File: src/rtl/isq_pkg.sv
package isq_pkg;
    typedef enum logic [2:0] {
        ST_IDLE    = 3'd0,
        ST_PUSH_PC = 3'd1,
        ST_PUSH_SR = 3'd2,
        ST_VEC     = 3'd3,
        ST_POP_SR  = 3'd4,
        ST_POP_PC  = 3'd5
    } seq_state_e;

    typedef enum logic [1:0] {
        OP_NONE = 2'd0,
        OP_CALL = 2'd1,
        OP_RET  = 2'd2,
        OP_RETI = 2'd3
    } core_op_e;
endpackage

File: src/rtl/isq_prio.sv
module isq_prio #(
    parameter int NSRC = 16,
    localparam int IW = $clog2(NSRC)
) (
    input  logic            clk,
    input  logic            rst_n,
    input  logic [NSRC-1:0] req,
    output logic            any,
    output logic [IW-1:0]   idx
);
    logic [NSRC-1:0] hit;

    // hit[i] is set when req[i] is high and no higher index is pending
    genvar g;
    generate
        for (g = 0; g < NSRC; g++) begin : g_hit
            if (g == NSRC - 1) begin : g_top
                assign hit[g] = req[g];
            end else begin : g_low
                assign hit[g] = req[g] && (req[NSRC-1:g+1] == '0);
            end
        end
    endgenerate

    always_comb begin
        idx = '0;
        for (int i = 0; i < NSRC; i++) begin
            if (hit[i]) idx = IW'(i);
        end
    end

    assign any = |req;


    prio_pick_chk: assert property (@(posedge clk) disable iff (!rst_n)
        any |-> (req[idx] && ((req >> idx) == NSRC'(1))));
endmodule

File: src/rtl/isq_sp.sv
module isq_sp #(
    parameter int          W       = 16,
    parameter logic [15:0] SP_INIT = 16'h0200
) (
    input  logic         clk,
    input  logic         rst_n,
    input  logic         push_done,
    input  logic         pop_done,
    output logic [W-1:0] sp,
    output logic [W-1:0] sp_dec
);
    localparam logic [W-1:0] STEP = W'(2);

    logic [W-1:0] sp_d, sp_q;

    always_comb begin
        sp_d = sp_q;
        if (push_done)     sp_d = sp_q - STEP;
        else if (pop_done) sp_d = sp_q + STEP;
    end

    always_ff @(posedge clk or negedge rst_n) begin
        if (!rst_n) sp_q <= W'(SP_INIT);
        else        sp_q <= sp_d;
    end

    assign sp     = sp_q;
    assign sp_dec = sp_q - STEP;


    sp_even_chk: assert property (@(posedge clk) disable iff (!rst_n) sp_q[0] == 1'b0);

    sp_push_step_chk: assert property (@(posedge clk) disable iff (!rst_n)
        push_done |=> sp_q == $past(sp_q) - STEP);

    sp_pop_step_chk: assert property (@(posedge clk) disable iff (!rst_n)
        pop_done |=> sp_q == $past(sp_q) + STEP);
endmodule

File: src/rtl/irq_stack_seq.sv
module irq_stack_seq
    import isq_pkg::*;
#(
    parameter int          NSRC     = 16,
    parameter int          W        = 16,
    parameter int          GIE_BIT  = 3,
    parameter logic [15:0] VEC_BASE = 16'hFFE0,
    parameter logic [15:0] SP_INIT  = 16'h0200
) (
    input  logic            clk,
    input  logic            rst_n,
    input  logic [NSRC-1:0] irq_req,
    output logic [NSRC-1:0] irq_ack,
    input  logic            at_boundary,
    input  logic [1:0]      core_op,
    input  logic [W-1:0]    core_pc,
    input  logic [W-1:0]    core_sr,
    input  logic [W-1:0]    call_target,
    output logic            busy,
    output logic            pc_load,
    output logic [W-1:0]    pc_value,
    output logic            sr_load,
    output logic [W-1:0]    sr_value,
    output logic [W-1:0]    sp_value,
    output logic            mem_req,
    output logic            mem_we,
    output logic [W-1:0]    mem_addr,
    output logic [W-1:0]    mem_wdata,
    input  logic [W-1:0]    mem_rdata,
    input  logic            mem_ready
);
    localparam int           IW       = $clog2(NSRC);
    localparam logic [W-1:0] GIE_MASK = W'(1) << GIE_BIT;

    typedef struct packed {
        seq_state_e      state;
        logic            is_irq;
        logic            with_sr;
        logic [W-1:0]    pc_sav;
        logic [W-1:0]    sr_sav;
        logic [W-1:0]    tgt;
        logic [IW-1:0]   idx;
        logic [NSRC-1:0] ack;
        logic            pc_load;
        logic [W-1:0]    pc_val;
        logic            sr_load;
        logic [W-1:0]    sr_val;
    } seq_regs_t;

    seq_regs_t    d, q;
    logic         src_any;
    logic [IW-1:0] src_idx;
    logic [W-1:0] sp, sp_dec;
    logic         xfer, push_done, pop_done;

    isq_prio #(.NSRC(NSRC)) u_prio (
        .clk (clk),
        .rst_n (rst_n),
        .req (irq_req),
        .any (src_any),
        .idx (src_idx)
    );

    isq_sp #(.W(W), .SP_INIT(SP_INIT)) u_sp (
        .clk       (clk),
        .rst_n     (rst_n),
        .push_done (push_done),
        .pop_done  (pop_done),
        .sp        (sp),
        .sp_dec    (sp_dec)
    );

    // memory port driven from the registered state
    always_comb begin
        mem_req   = 1'b0;
        mem_we    = 1'b0;
        mem_addr  = '0;
        mem_wdata = '0;
        unique case (q.state)
            ST_PUSH_PC: begin
                mem_req = 1'b1; mem_we = 1'b1; mem_addr = sp_dec; mem_wdata = q.pc_sav;
            end
            ST_PUSH_SR: begin
                mem_req = 1'b1; mem_we = 1'b1; mem_addr = sp_dec; mem_wdata = q.sr_sav;
            end
            ST_VEC: begin
                mem_req  = 1'b1;
                mem_addr = W'(VEC_BASE) + W'({q.idx, 1'b0});
            end
            ST_POP_SR, ST_POP_PC: begin
                mem_req  = 1'b1;
                mem_addr = sp;
            end
            default: ;
        endcase
    end

    assign xfer      = mem_req && mem_ready;
    assign push_done = xfer && mem_we;
    assign pop_done  = xfer && (q.state == ST_POP_SR || q.state == ST_POP_PC);

    always_comb begin
        d         = q;
        d.ack     = '0;
        d.pc_load = 1'b0;
        d.sr_load = 1'b0;
        unique case (q.state)
            ST_IDLE: begin
                if (at_boundary) begin
                    if (core_sr[GIE_BIT] && src_any) begin
                        d.state   = ST_PUSH_PC;
                        d.is_irq  = 1'b1;
                        d.pc_sav  = core_pc;
                        d.sr_sav  = core_sr;
                        d.idx     = src_idx;
                    end else begin
                        unique case (core_op_e'(core_op))
                            OP_CALL: begin
                                d.state  = ST_PUSH_PC;
                                d.is_irq = 1'b0;
                                d.pc_sav = core_pc;
                                d.tgt    = call_target;
                            end
                            OP_RET: begin
                                d.state   = ST_POP_PC;
                                d.with_sr = 1'b0;
                            end
                            OP_RETI: begin
                                d.state   = ST_POP_SR;
                                d.with_sr = 1'b1;
                            end
                            default: ;
                        endcase
                    end
                end
            end
            ST_PUSH_PC: begin
                if (xfer) begin
                    if (q.is_irq) begin
                        d.state = ST_PUSH_SR;
                    end else begin
                        d.state   = ST_IDLE;
                        d.pc_load = 1'b1;
                        d.pc_val  = q.tgt;
                    end
                end
            end
            ST_PUSH_SR: begin
                if (xfer) d.state = ST_VEC;
            end
            ST_VEC: begin
                if (xfer) begin
                    d.state   = ST_IDLE;
                    d.ack     = NSRC'(1) << q.idx;
                    d.pc_load = 1'b1;
                    d.pc_val  = mem_rdata;
                    d.sr_load = 1'b1;
                    d.sr_val  = q.sr_sav & ~GIE_MASK;
                end
            end
            ST_POP_SR: begin
                if (xfer) begin
                    d.state  = ST_POP_PC;
                    d.sr_sav = mem_rdata;
                end
            end
            ST_POP_PC: begin
                if (xfer) begin
                    d.state   = ST_IDLE;
                    d.pc_load = 1'b1;
                    d.pc_val  = mem_rdata;
                    d.sr_load = q.with_sr;
                    d.sr_val  = q.sr_sav;
                end
            end
            default: d.state = ST_IDLE;
        endcase
    end

    always_ff @(posedge clk or negedge rst_n) begin
        if (!rst_n) begin
            q <= '{state: ST_IDLE, default: '0};
        end else begin
            q <= d;
        end
    end

    assign busy     = (q.state != ST_IDLE);
    assign irq_ack  = q.ack;
    assign pc_load  = q.pc_load;
    assign pc_value = q.pc_val;
    assign sr_load  = q.sr_load;
    assign sr_value = q.sr_val;
    assign sp_value = sp;


    req_hold_chk: assert property (@(posedge clk) disable iff (!rst_n)
        (mem_req && !mem_ready) |=> (mem_req && $stable(mem_addr) && $stable(mem_we) && $stable(mem_wdata)));

    ack_onehot_chk: assert property (@(posedge clk) disable iff (!rst_n) $onehot0(irq_ack));

    ack_with_pc_chk: assert property (@(posedge clk) disable iff (!rst_n) (|irq_ack) |-> pc_load);

    ack_pulse_chk: assert property (@(posedge clk) disable iff (!rst_n) (|irq_ack) |=> (irq_ack == '0));

    gie_clear_chk: assert property (@(posedge clk) disable iff (!rst_n)
        (|irq_ack) |-> (sr_load && !sr_value[GIE_BIT]));

    entry_gate_chk: assert property (@(posedge clk) disable iff (!rst_n)
        (!busy && !at_boundary) |=> !busy);

    vec_after_push_chk: assert property (@(posedge clk) disable iff (!rst_n)
        (mem_req && !mem_we && mem_addr >= W'(VEC_BASE)) |-> $countones(irq_ack) == 0);
endmodule

File: config.mk
export PLATFORM = sky130hd
export DESIGN_NAME = irq_stack_seq
export DESIGN_NICKNAME = d
export VERILOG_FILES = /design/src/rtl/isq_pkg.sv /design/src/rtl/isq_prio.sv /design/src/rtl/isq_sp.sv /design/src/rtl/irq_stack_seq.sv
export SDC_FILE = /design/constraint.sdc
export NUM_CORES = 1
export LEC_CHECK = 0
export BUFFER_PORTS_ARGS = -buffer_cell sky130_fd_sc_hd__buf_2
export CAP_MARGIN = 10
export CORE_ASPECT_RATIO = 1.2
export CORE_MARGIN = 5
export CORE_UTILIZATION = 50
export CTS_BUF_LIST = sky130_fd_sc_hd__clkbuf_8
export CTS_CLUSTER_SIZE = 8
export DETAILED_ROUTE_END_ITERATION = 8
export PLACE_DENSITY = 0.78
export SLEW_MARGIN = 20
export SYNTH_ARGS = -nofsm -noshare
export SYNTH_HDL_FRONTEND = slang
export SYNTH_SLANG_ARGS = --single-unit
File: constraint.sdc
create_clock -name clk -period 3.55 [get_ports clk]
set_clock_uncertainty 0.15 [all_clocks]
set_input_delay 0.71 -clock clk [delete_from_list [all_inputs] [get_ports clk]]
set_output_delay 0.71 -clock clk [all_outputs]
set_load 0.005 [all_outputs]
==> flow_summary_export.csv <==
group,metric,value,unit
critical_path,timing.critical_path.from_type,"register",
critical_path,timing.reg2reg.setup_slack,780,ps
synthesis,syn_area,6565,sq um
critical_path,worst-endpoint-arrival,2610,ps
critical_path,worst_setup_path_end_kind,"primary output",
pwr,power.share.switching,38.66,%
sta,period_needed,3469,ps
layout,n_fill_cell,1063,
drt,drt-vias-per-instance,5.824,
critical_path,cp_data_required_time,2690,ps
critical_path,worstSetupPathType,"reg2out",
layout,layout-area-overhead-vs-synth,17.86,%
synthesis,post_synth_inst_count,650,
layout,fraction_of_final_layout_cells_with_drive_strength_greater_than_1,41.01,%
pwr,power.clock.fraction,21.3,%
grt,grt_overflow,0,
pwr,sequentialPowerShare,38.1,%
place,final_hpwl_dp,12.85,mm
synthesis,yosysWarnings,0,
grt,gr-usage-all-layers,23.09,%
critical_path,timing.critical_path.fanout_max,7,
run,max-cap-violations,0,
synthesis,synth_edf_count,0,
floorplan,design.portCount,187,
drt,route.detailed.drc,0,
place,routabilityCongestion,0.9119,
synthesis,synth_ff_type,"sky130_fd_sc_hd__dfrtp_1",
pwr,p_int,4049,uW
clock_network,clk_latency,440,ps
sta,setup_tns,0,ps
sta,final-max-slew-violation-count,0,
drt,detail_route.wl_per_cell,18.58,um
critical_path,timing.critical_path.slowest_stage_cell,"sky130_fd_sc_hd__dfrtp_2",
sta,report.final.hold_viol_count,0,
floorplan,initial_utilization,51.37,%
pwr,power_switching,2552,uW
pwr,power-per-cell-area,853.0,nW/um^2
grt,grt_antenna_before_repair,0,
pwr,leakagePower,0.003751,uW
place,buffer_ports.inserted,184,
min_path,hold_class,"in2async",
clock_network,library_cell_used_as_clock_root_buffer,"sky130_fd_sc_hd__clkbuf_8",
clock_network,ctsHoldBuffers,0,
layout,nets,865,
sta,worst_margin_pin_slew,817.9,ps
floorplan,fp-row-count,45,
critical_path,critical-path-max-stage-delay,460,ps
drt,drt_wl_total,17.73,mm
grt,pin_count_of_the_biggest_net_entering_global_routing,64,
pwr,pwr-share-comb,40.7,%
synthesis,synth_sequential_area_ratio,46.52,%
drt,detailedRoute.firstPassIterationCount,6,
clock_network,clockBufferDepth,2,
drt,final_antenna_net_count,0,
synthesis,unique_cell_type_count_in_the_yosys_netlist,76,
critical_path,worstPathCellList,"inv_2, ha_4, or3b_1, or3_4, nor2_2, nand3_1, a32o_1, buf_2",
pwr,max-vdd-ir-drop,0.4795,mV
grt,grt_pass1_vias,5668,
clock_network,h-tree-depth,4,
synthesis,post_synth.cell_area_avg,10.10,sq um
sta,max_clock_freq,0.2882,GHz
clock_network,tritoncts_clock_tree,"built",
sta,slew_headroom,45.47,%
run_status,run_status,"finished, final reports clean",
floorplan,dieHeight,135.5,um
synthesis,synth.ff_latch_count,122,
floorplan,floorplan.die.width,114.6,um
sta,finalCritPeriodShare,97.73,%
floorplan,core_region_area,12780,sq um
synthesis,synthArstFlopShare,100.0,%
drt,detail_route.iter0.violations,758,
floorplan,die_area,15530,sq um
clock_network,tritoncts.num_buffers,17,
clock_network,worst_setup_hold_path_clk_slew,90,ps
clock_network,clock_sink_total,122,
sta,unrepaired_setup_endpoints_after_global_routing,"yes",
drt,routed-via-count,5556,
sta,fin_hold_ws,202.6,ps
layout,n_antenna_cell,0,
grt,grt_first_pass_wirelength,28.48,mm
sta,setup_violations,0,
[worst max-delay path: cells and delay by family, from the launching register on]
kind            cells  cell delay, ps
compound gates      1             270
fa+ha+maj           1             160
simple gates        4            1050
flops               1             460
buf+inv             2             220
[worst paths after layout]
path / endpoint / depth (start not counted) / from
max reg2reg: q[82] / 6 / q[105]
max: mem_addr[9] / 8 / u_sp.sp[2]
min in group clk: pc_value[10] / 2 / pc_value[10]
max in group asynchronous: q[82] / 2 / rst_n
min reg2reg: pc_value[10] / 2 / pc_value[10]
min: u_sp.sp[8] / 1 / rst_n
[sequential cells by signal, indices dropped and copies added, names as in the netlist]
| name | count |
|---|---|
| sr_load | 1 |
| irq_ack | 16 |
| pc_load | 1 |
| q | 57 |
| u_sp.sp | 15 |
| sr_value | 16 |
| pc_value | 16 |
[layer usage]
layer / track usage (%) / vias to the layer above / wire, um
met2: 38.09 / 330 / 8689
li1: - / 2517 / -
met3: 7.283 / 57 / 1750
met5: 0 / - / 0
met1: 28.16 / 2652 / 6807
met4: 8.779 / 0 / 478
[cells by family after synthesis]
group / after synthesis / share of synthesized area (%)
and+or+nand+nor: 213 / 15.99
AOI/OAI and AO/OA: 129 / 15.04
DFF: 122 / 46.52
buffers and inverters: 110 / 9.682
muxes: 51 / 9.262
xor gates and xnor gates: 16 / 2.134
adders and majority gates: 8 / 1.315
other: 1 / 0.05712
[area by class of cell]
type / instances / area, sq um / share of cell area, %
timing repair buffer: 200 / 1056 / 13.65
multi-input combinational: 419 / 2909 / 37.60
clock inverter: 15 / 212.7 / 2.749
clock buffer: 17 / 234.0 / 3.024
sequential: 122 / 3057 / 39.51
tap: 164 / 205.2 / 2.652
inverter: 17 / 63.81 / 0.8247
[placed cells by master, fill, tap and decap left out, drive strengths merged, types with 3 or more instances in the layout]
cell,netlist,routed
a21oi,11,11
a22o,16,16
a22oi,17,17
a31oi,4,4
and2,6,6
and3,4,4
buf,65,200
bufinv,0,4
clkbuf,28,17
clkinv,0,4
dfrtp,121,121
inv,17,22
maj3,6,6
mux2,48,48
mux2i,3,3
nand2,96,96
nand2b,3,3
nand3,16,16
nand4,9,9
nor2,42,42
nor3,13,13
nor3b,4,4
nor4,5,5
o211ai,10,10
o21ai,25,25
o221a,15,15
o22ai,4,4
o311ai,3,3
o31ai,3,3
o32ai,5,5
or3,4,4
xnor2,6,6
xor2,10,10
[synth_stat cells, types with 4 or more instances]
library cell	instances	area (sq um)
sky130_fd_sc_hd__mux2_2	38	427.9
sky130_fd_sc_hd__clkbuf_1	27	101.4
sky130_fd_sc_hd__a22oi_1	17	127.6
sky130_fd_sc_hd__o32ai_1	5	43.79
sky130_fd_sc_hd__nor2_1	42	157.7
sky130_fd_sc_hd__nor3_1	11	55.05
sky130_fd_sc_hd__and2_1	4	25.02
sky130_fd_sc_hd__maj3_1	5	50.05
sky130_fd_sc_hd__o221a_2	15	168.9
sky130_fd_sc_hd__mux2_4	10	150.1
sky130_fd_sc_hd__dfrtp_1	121	3028
sky130_fd_sc_hd__buf_2	11	55.05
sky130_fd_sc_hd__inv_1	16	60.06
sky130_fd_sc_hd__buf_4	51	382.9
sky130_fd_sc_hd__xnor2_1	6	52.55
sky130_fd_sc_hd__xor2_1	10	87.58
sky130_fd_sc_hd__or3_1	4	25.02
sky130_fd_sc_hd__a22o_1	16	140.1
sky130_fd_sc_hd__o211ai_1	10	75.07
sky130_fd_sc_hd__nand2_1	96	360.4
sky130_fd_sc_hd__a21oi_1	11	55.05
sky130_fd_sc_hd__nand3_1	16	80.08
sky130_fd_sc_hd__o22ai_1	4	25.02
sky130_fd_sc_hd__o21ai_0	22	110.1
sky130_fd_sc_hd__nand4_1	8	50.05
sky130_fd_sc_hd__a31oi_1	4	25.02
[through the flow]
stage | cells | instance area [sq um] | util, % | power, uW | worst slack, ps
finish | 954 | 7737 | 60.54 | 6600 | 80.64
global route | 954 | 7737 | 60.54 | 7037 | -13.28
CTS | 954 | 7715 | 60.36 | 6587 | 17.09
detailed placement | 919 | 7238 | 56.63 | 5142 | 286.4
global placement | 919 | 7236 | 56.61 | 5016 | 394.4
floorplan | 651 | 6569 | - | 4284 | 492.6
[what timing repair did]
action                                  CTS  global route
gates resized for setup                   4             6
endpoints found under the setup margin    3             3
buffers inserted                          3             0
pin swaps                                 1             2
[power groups by stage]
stage	Combinational [uW]	Clock [uW]	Sequential, uW
after CTS	2660	1430	2500
after global placement	2520	0	2490
after floorplan	2030	0	2250
final	2680	1400	2510
after global routing	2940	1500	2600
after detailed placement	2610	0	2530
No activity file was read; power rests on OpenSTA's default activity.
